--- config.mk ---
export PLATFORM = sky130hd
export DESIGN_NAME = utmi_width_adapter
export DESIGN_NICKNAME = d
export VERILOG_FILES = /design/src/rtl/utmi_wa_pkg.sv /design/src/rtl/utmi_wa_tx.sv /design/src/rtl/utmi_wa_lanes.sv /design/src/rtl/utmi_wa_rx.sv /design/src/rtl/utmi_width_adapter.sv
export SDC_FILE = /design/constraint.sdc
export NUM_CORES = 1
export LEC_CHECK = 0
export BUFFER_PORTS_ARGS = -buffer_cell sky130_fd_sc_hd__buf_4
export CAP_MARGIN = 20
export CORE_ASPECT_RATIO = 0.7
export CORE_MARGIN = 2
export CORE_UTILIZATION = 49
export CTS_BUF_LIST = sky130_fd_sc_hd__clkbuf_4
export DETAILED_ROUTE_END_ITERATION = 7
export GPL_TIMING_DRIVEN = 0
export PLACE_DENSITY = 0.84
export SYNTH_ARGS = -nofsm -noshare
export SYNTH_HDL_FRONTEND = slang
export SYNTH_SLANG_ARGS = --single-unit
--- constraint.sdc ---
create_clock -name clk -period 1.8 [get_ports clk]
set_clock_uncertainty 0.1 [all_clocks]
set_input_delay 0.18 -clock clk [delete_from_list [all_inputs] [get_ports clk]]
set_output_delay 0.18 -clock clk [all_outputs]
set_load 0.01 [all_outputs]
--- src/rtl/utmi_wa_pkg.sv ---
package utmi_wa_pkg;
    localparam int BYTE_W = 8;
    localparam int LANES  = 2;
    localparam int WORD_W = BYTE_W * LANES;
    localparam int CNT_W  = $clog2(LANES + 1);

    typedef enum logic {
        TX_IDLE = 1'b0,
        TX_SEND = 1'b1
    } tx_state_e;

    typedef struct packed {
        tx_state_e          st;
        logic [WORD_W-1:0]  word;
        logic               two;
        logic               last;
        logic               phase;
    } tx_regs_t;

    typedef struct packed {
        logic [WORD_W-1:0]  data;
        logic [CNT_W-1:0]   cnt;
        logic               strobe;
        logic               err;
        logic               active;
        logic               eop;
        logic               bad;
        logic               seen;
    } rx_regs_t;
endpackage

--- src/rtl/utmi_wa_tx.sv ---
module utmi_wa_tx
    import utmi_wa_pkg::*;
(
    input  logic              clk,
    input  logic              rst_n,
    input  logic              wide,
    input  logic [WORD_W-1:0] src_word,
    input  logic              src_two,
    input  logic              src_last,
    input  logic              src_avail,
    input  logic              xcvr_ready,
    input  logic              xcvr_rxactive,
    input  logic              xcvr_rxvalid,
    output logic              src_pop,
    output logic              sending,
    output logic [WORD_W-1:0] cur_word,
    output logic              cur_two,
    output logic              cur_phase
);
    tx_regs_t tx_d, tx_q;

    always_comb begin
        tx_d    = tx_q;
        src_pop = 1'b0;
        unique case (tx_q.st)
            TX_IDLE: begin
                if (src_avail && !xcvr_rxactive && !xcvr_rxvalid) begin
                    tx_d.st    = TX_SEND;
                    tx_d.word  = src_word;
                    tx_d.two   = src_two;
                    tx_d.last  = src_last;
                    tx_d.phase = 1'b0;
                    src_pop    = 1'b1;
                end
            end
            TX_SEND: begin
                if (xcvr_ready) begin
                    if (!wide && tx_q.two && !tx_q.phase) begin
                        tx_d.phase = 1'b1;
                    end else if (tx_q.last || !src_avail) begin
                        tx_d.st    = TX_IDLE;
                        tx_d.phase = 1'b0;
                    end else begin
                        tx_d.word  = src_word;
                        tx_d.two   = src_two;
                        tx_d.last  = src_last;
                        tx_d.phase = 1'b0;
                        src_pop    = 1'b1;
                    end
                end
            end
            default: tx_d.st = TX_IDLE;
        endcase
    end

    always_ff @(posedge clk) begin
        if (!rst_n) begin
            tx_q <= '0;
        end else begin
            tx_q <= tx_d;
        end
    end

    assign sending   = (tx_q.st == TX_SEND);
    assign cur_word  = tx_q.word;
    assign cur_two   = tx_q.two;
    assign cur_phase = tx_q.phase;
endmodule

--- src/rtl/utmi_wa_lanes.sv ---
module utmi_wa_lanes
    import utmi_wa_pkg::*;
(
    input  logic              wide,
    input  logic              sending,
    input  logic [WORD_W-1:0] cur_word,
    input  logic              cur_two,
    input  logic              cur_phase,
    output logic [WORD_W-1:0] lane_out,
    output logic [LANES-1:0]  lane_oe,
    output logic              hv_val,
    output logic              hv_en
);
    logic [BYTE_W-1:0] narrow_byte;

    assign narrow_byte = cur_phase ? cur_word[BYTE_W +: BYTE_W] : cur_word[0 +: BYTE_W];

    for (genvar i = 0; i < LANES; i++) begin : g_lane
        if (i == 0) begin : g_low
            assign lane_out[0 +: BYTE_W] = wide ? cur_word[0 +: BYTE_W] : narrow_byte;
            assign lane_oe[0]            = sending;
        end else begin : g_up
            assign lane_out[i*BYTE_W +: BYTE_W] = wide ? cur_word[i*BYTE_W +: BYTE_W] : '0;
            assign lane_oe[i]                   = sending && wide;
        end
    end

    assign hv_en  = sending && wide;
    assign hv_val = sending && wide && cur_two;
endmodule

--- src/rtl/utmi_wa_rx.sv ---
module utmi_wa_rx
    import utmi_wa_pkg::*;
(
    input  logic              clk,
    input  logic              rst_n,
    input  logic              wide,
    input  logic              tx_busy,
    input  logic              xcvr_rxvalid,
    input  logic              xcvr_rxactive,
    input  logic              xcvr_rxerror,
    input  logic [WORD_W-1:0] lane_in,
    input  logic              hv_val,
    output logic [WORD_W-1:0] cap_data,
    output logic [CNT_W-1:0]  cap_cnt,
    output logic              cap_strobe,
    output logic              cap_err,
    output logic              cap_active,
    output logic              pkt_end,
    output logic              pkt_bad
);
    rx_regs_t rx_d, rx_q;

    always_comb begin
        rx_d        = rx_q;
        rx_d.strobe = 1'b0;
        rx_d.cnt    = '0;
        rx_d.eop    = 1'b0;
        rx_d.bad    = 1'b0;
        rx_d.err    = xcvr_rxerror;
        rx_d.active = xcvr_rxactive;

        if (xcvr_rxvalid && !tx_busy) begin
            rx_d.strobe = 1'b1;
            if (wide) begin
                if (hv_val) begin
                    rx_d.data = lane_in;
                    rx_d.cnt  = CNT_W'(LANES);
                end else begin
                    rx_d.data = {{(WORD_W-BYTE_W){1'b0}}, lane_in[BYTE_W-1:0]};
                    rx_d.cnt  = CNT_W'(1);
                end
            end else begin
                rx_d.data = {{(WORD_W-BYTE_W){1'b0}}, lane_in[WORD_W-1 -: BYTE_W]};
                rx_d.cnt  = CNT_W'(1);
            end
        end

        if (rx_q.active && !xcvr_rxactive) begin
            rx_d.eop  = 1'b1;
            rx_d.bad  = rx_q.seen || xcvr_rxerror;
            rx_d.seen = 1'b0;
        end else if (xcvr_rxactive && xcvr_rxerror) begin
            rx_d.seen = 1'b1;
        end
    end

    always_ff @(posedge clk) begin
        if (!rst_n) begin
            rx_q <= '0;
        end else begin
            rx_q <= rx_d;
        end
    end

    assign cap_data   = rx_q.data;
    assign cap_cnt    = rx_q.cnt;
    assign cap_strobe = rx_q.strobe;
    assign cap_err    = rx_q.err;
    assign cap_active = rx_q.active;
    assign pkt_end    = rx_q.eop;
    assign pkt_bad    = rx_q.bad;
endmodule

--- src/rtl/utmi_width_adapter.sv ---
module utmi_width_adapter
    import utmi_wa_pkg::*;
(
    input  logic              clk,
    input  logic              rst_n,
    input  logic              cfg_wide,
    input  logic [WORD_W-1:0] tx_word,
    input  logic              tx_two,
    input  logic              tx_last,
    input  logic              tx_avail,
    output logic              tx_pop,
    output logic              phy_txvalid,
    input  logic              phy_txready,
    input  logic              phy_rxvalid,
    input  logic              phy_rxactive,
    input  logic              phy_rxerror,
    output logic [WORD_W-1:0] bus_out,
    input  logic [WORD_W-1:0] bus_in,
    output logic [LANES-1:0]  bus_oe,
    output logic              hv_out,
    input  logic              hv_in,
    output logic              hv_oe,
    output logic [WORD_W-1:0] rx_data,
    output logic [CNT_W-1:0]  rx_cnt,
    output logic              rx_strobe,
    output logic              rx_err,
    output logic              rx_active,
    output logic              rx_eop,
    output logic              rx_eop_bad
);
    logic              sending;
    logic [WORD_W-1:0] cur_word;
    logic              cur_two;
    logic              cur_phase;

    utmi_wa_tx u_tx (
        .clk           (clk),
        .rst_n         (rst_n),
        .wide          (cfg_wide),
        .src_word      (tx_word),
        .src_two       (tx_two),
        .src_last      (tx_last),
        .src_avail     (tx_avail),
        .xcvr_ready    (phy_txready),
        .xcvr_rxactive (phy_rxactive),
        .xcvr_rxvalid  (phy_rxvalid),
        .src_pop       (tx_pop),
        .sending       (sending),
        .cur_word      (cur_word),
        .cur_two       (cur_two),
        .cur_phase     (cur_phase)
    );

    utmi_wa_lanes u_lanes (
        .wide      (cfg_wide),
        .sending   (sending),
        .cur_word  (cur_word),
        .cur_two   (cur_two),
        .cur_phase (cur_phase),
        .lane_out  (bus_out),
        .lane_oe   (bus_oe),
        .hv_val    (hv_out),
        .hv_en     (hv_oe)
    );

    utmi_wa_rx u_rx (
        .clk           (clk),
        .rst_n         (rst_n),
        .wide          (cfg_wide),
        .tx_busy       (sending),
        .xcvr_rxvalid  (phy_rxvalid),
        .xcvr_rxactive (phy_rxactive),
        .xcvr_rxerror  (phy_rxerror),
        .lane_in       (bus_in),
        .hv_val        (hv_in),
        .cap_data      (rx_data),
        .cap_cnt       (rx_cnt),
        .cap_strobe    (rx_strobe),
        .cap_err       (rx_err),
        .cap_active    (rx_active),
        .pkt_end       (rx_eop),
        .pkt_bad       (rx_eop_bad)
    );

    assign phy_txvalid = sending;
endmodule

==> impl_metrics.tcl <==
set metrics [dict create \
    outcome "finished, final reports clean" \
    p_comb_share_pct 22.7 \
    path_cells "or4b_4 -> o41a_4 -> inv_2 -> buf_6" \
    nets 381 \
    critPathMaxStageDelay_ns 0.49 \
    hold_viol 0 \
    cellPowerDensity_nw_per_um2 614.8 \
    cp.arrival_ns 1.49 \
    drcViolationCount 0 \
    port_buffers 87 \
    internal-power_uw 1442 \
    synthArstFlopShare_pct 0 \
    synth.top_cells.by_area "dfxtp_1, mux2i_1, buf_4, nand2_1, mux2_2" \
    syn_to_final_growth_pct 58.69 \
    drive_gt1_share_pct 41.12 \
    final_util_pct 80.99 \
    post-synth-top-area-cell "dfxtp_1" \
    clock_latency_ns 0.34 \
    setup_viol 0 \
    drv_slew 0 \
    leakagePower_uw 0.001596 \
    clk_pin_slew_ns 0.12 \
    dp.final_hpwl_um 3796 \
    cts_tree "done" \
    post-synth-top-count-cell "dfxtp_1" \
    crit_fanout 2 \
    pwr-share-seq_pct 53.6 \
    critPathRequiredTime_ns 1.52 \
    die_x_um 80.40 \
    dp.cells 349 \
    synthTopCellsByCount "dfxtp_1, nand2_1, mux2i_1, buf_4, and2_1" \
    initial_utilization_pct 51.04 \
    antenna_found_initial 0 \
    grt_max_degree 13 \
    rsz0062_at_grt "yes" \
    clockRootBuffer "clkbuf_4" \
    synth_nets 253 \
    fmax_mhz 566.1 \
    avgViaCountPerCell 4.974 \
    setup.worst_path.end_class "output pin" \
    gp_congestion 0.8103 \
    clock_path_buffers 2 \
    grt_pass1_wl_um 8652 \
    p_sw_uw 511.0 \
    tightest_slew_ns 0.6662 \
    clockPowerShare_pct 23.7 \
    coreArea_sq_um 3923 \
    crit_family "simple AND/OR/NAND/NOR gates" \
    path_buf_inv 2 \
    syn-cell-area_sq_um 2002 \
    drtIter0Drc 64 \
    vias 1940 \
    yosysWarnings 0 \
    ys_seq_area_share_pct 44.00 \
    maxSlewHeadroom_pct 55.59 \
    grt_pass1_vias 1798 \
    rows 19 \
    grt_usage_pct 24.62 \
    first_pass_iters 4 \
    clock-sinks 44 \
    synthFlopType "dfxtp_1" \
    nFillCells 259 \
    antenna_left 0 \
    diodes 0 \
    synthDistinctLibCells 30 \
    die_h_um 57.48 \
    switching_share_pct 26.16 \
    slowest_stage "or4b_4" \
    drv_cap 0 \
    layout_min_cycle_time_ns 1.767 \
    synth_edf_count 0 \
    ys_seq_elements 44 \
    dieArea_sq_um 4621 \
    ir_drop_v 0.0005157 \
    grt_overflow 0 \
    synth_area_per_cell_sq_um 9.533 \
    syn-instance-count 210 \
    startpoint_type "flop" \
    cts_max_level 2 \
    drt-total-wl_um 5921 \
    wl_per_cell_um 15.18 \
    synth_top_area_share_pct 44.00 \
    holdWs_ns 0.06032 \
    holdCritPathClass "in -> reg" \
    tritoncts.num_buffers 5 \
    num_io_pins 88 \
    critPathKind "reg -> out" \
    finalCritPeriodShare_pct 98.14 \
    fin_cells 390 \
]
## layout by cell type (no fill, tap or decap), types with 6 or more instances in the layout
| cell type | n |
|---|---|
| buf_4 | 103 |
| dfxtp_1 | 42 |
| nand2_1 | 35 |
| dlygate4sd3_1 | 30 |
| mux2i_1 | 25 |
| and2_1 | 12 |
| nor2_1 | 11 |
| buf_6 | 10 |
| mux2_4 | 8 |
| a211oi_1 | 8 |
| clkbuf_1 | 7 |
| a22o_1 | 7 |
| clkbuf_4 | 6 |
## logic make-up (layout without fill, tap and decap cells)
logic type | count (synthesis) | count (layout) | synth area share, %
DFF | 44 | 44 | 44.00
AOI/OAI and AO/OA | 25 | 25 | 9.876
and+or+nand+nor | 71 | 71 | 16.81
buffers and inverters | 37 | 165 | 12.31
muxes | 33 | 33 | 17.00
## state kept, by name (all words and copies together) (netlist names)
signal / count
u_rx.cap_strobe: 1
u_rx.pkt_bad: 1
u_rx.pkt_end: 1
u_tx.tx_q: 1
u_tx.cur_word: 16
u_tx.cur_phase: 1
u_rx.rx_q: 1
u_rx.cap_cnt: 2
u_rx.cap_active: 1
u_rx.cap_data: 16
u_rx.cap_err: 1
u_tx.cur_two: 1
u_tx.sending: 1
## stage by stage
| step | instance area, sq um | setup TNS [ns] | total power (uW) | setup slack, ns |
|---|---|---|---|---|
| final | 3177 | 0 | 1953 | 0.03340 |
| after global routing | 3177 | -0.1201 | 2039 | -0.03066 |
| after CTS | 3074 | 0 | 1929 | 0.001853 |
| after detailed placement | 2720 | -0.04370 | 1434 | -0.04370 |
| after global placement | 2720 | -0.03708 | 1425 | -0.03708 |
| after floorplan | 2002 | 0 | 1254 | 0.06946 |
## routing by layer
| metal | vias to the layer above | track usage [%] | part of all wire [%] |
|---|---|---|---|
| li1 | 942 | - | - |
| met1 | 932 | 33.37 | 43 |
| met2 | 60 | 40.24 | 51 |
| met3 | 6 | 5.538 | 5.6 |
| met4 | 0 | 6.053 | 1.1 |
| met5 | - | 0 | 0 |
## power by group through the flow
stage | sequential, uW | combinational [uW] | clock, uW
global route | 1050 | 475 | 512
detailed placement | 1070 | 366 | 0
global placement | 1070 | 358 | 0
CTS | 1040 | 416 | 468
floorplan | 1060 | 190 | 0
finish | 1050 | 443 | 463
## repair_timing
action,4_1_cts,5_1_grt
resized for setup,8,26
endpoints found under the setup margin,11,24
pin swaps,2,0
endpoints found under the hold margin,30,1
hold buffers,29,1
buffers inserted,4,2
## worst paths after layout
check,cells after the start,endpoint,slack (ns),start
max,4,tx_pop,0.03,u_tx.sending
min,3,u_rx.pkt_end,0.06,phy_rxactive
max reg2reg,5,u_tx.cur_word[15],0.09,u_tx.sending
min reg2reg,2,u_tx.cur_word[1],0.37,u_tx.cur_word[1]
## worst min-delay path: stages
cell      delay, ns
buf_4          0.10
nand2b_1       0.12
nor2_1         0.06
## area by class of cell
| type | count | area, sq um | share of cell area, % |
|---|---|---|---|
| Buffer | 31 | 205.2 | 6.459 |
| Clock inverter | 1 | 5.005 | 0.1575 |
| Clock buffer | 6 | 45.04 | 1.418 |
| Tap cell | 52 | 65.06 | 2.048 |
| Sequential cell | 44 | 885.9 | 27.88 |
| Multi-Input combinational cell | 129 | 919.6 | 28.95 |
| Inverter | 4 | 15.01 | 0.4726 |
| Timing Repair Buffer | 123 | 1036 | 32.61 |
(Power assumes the default switching activity.)
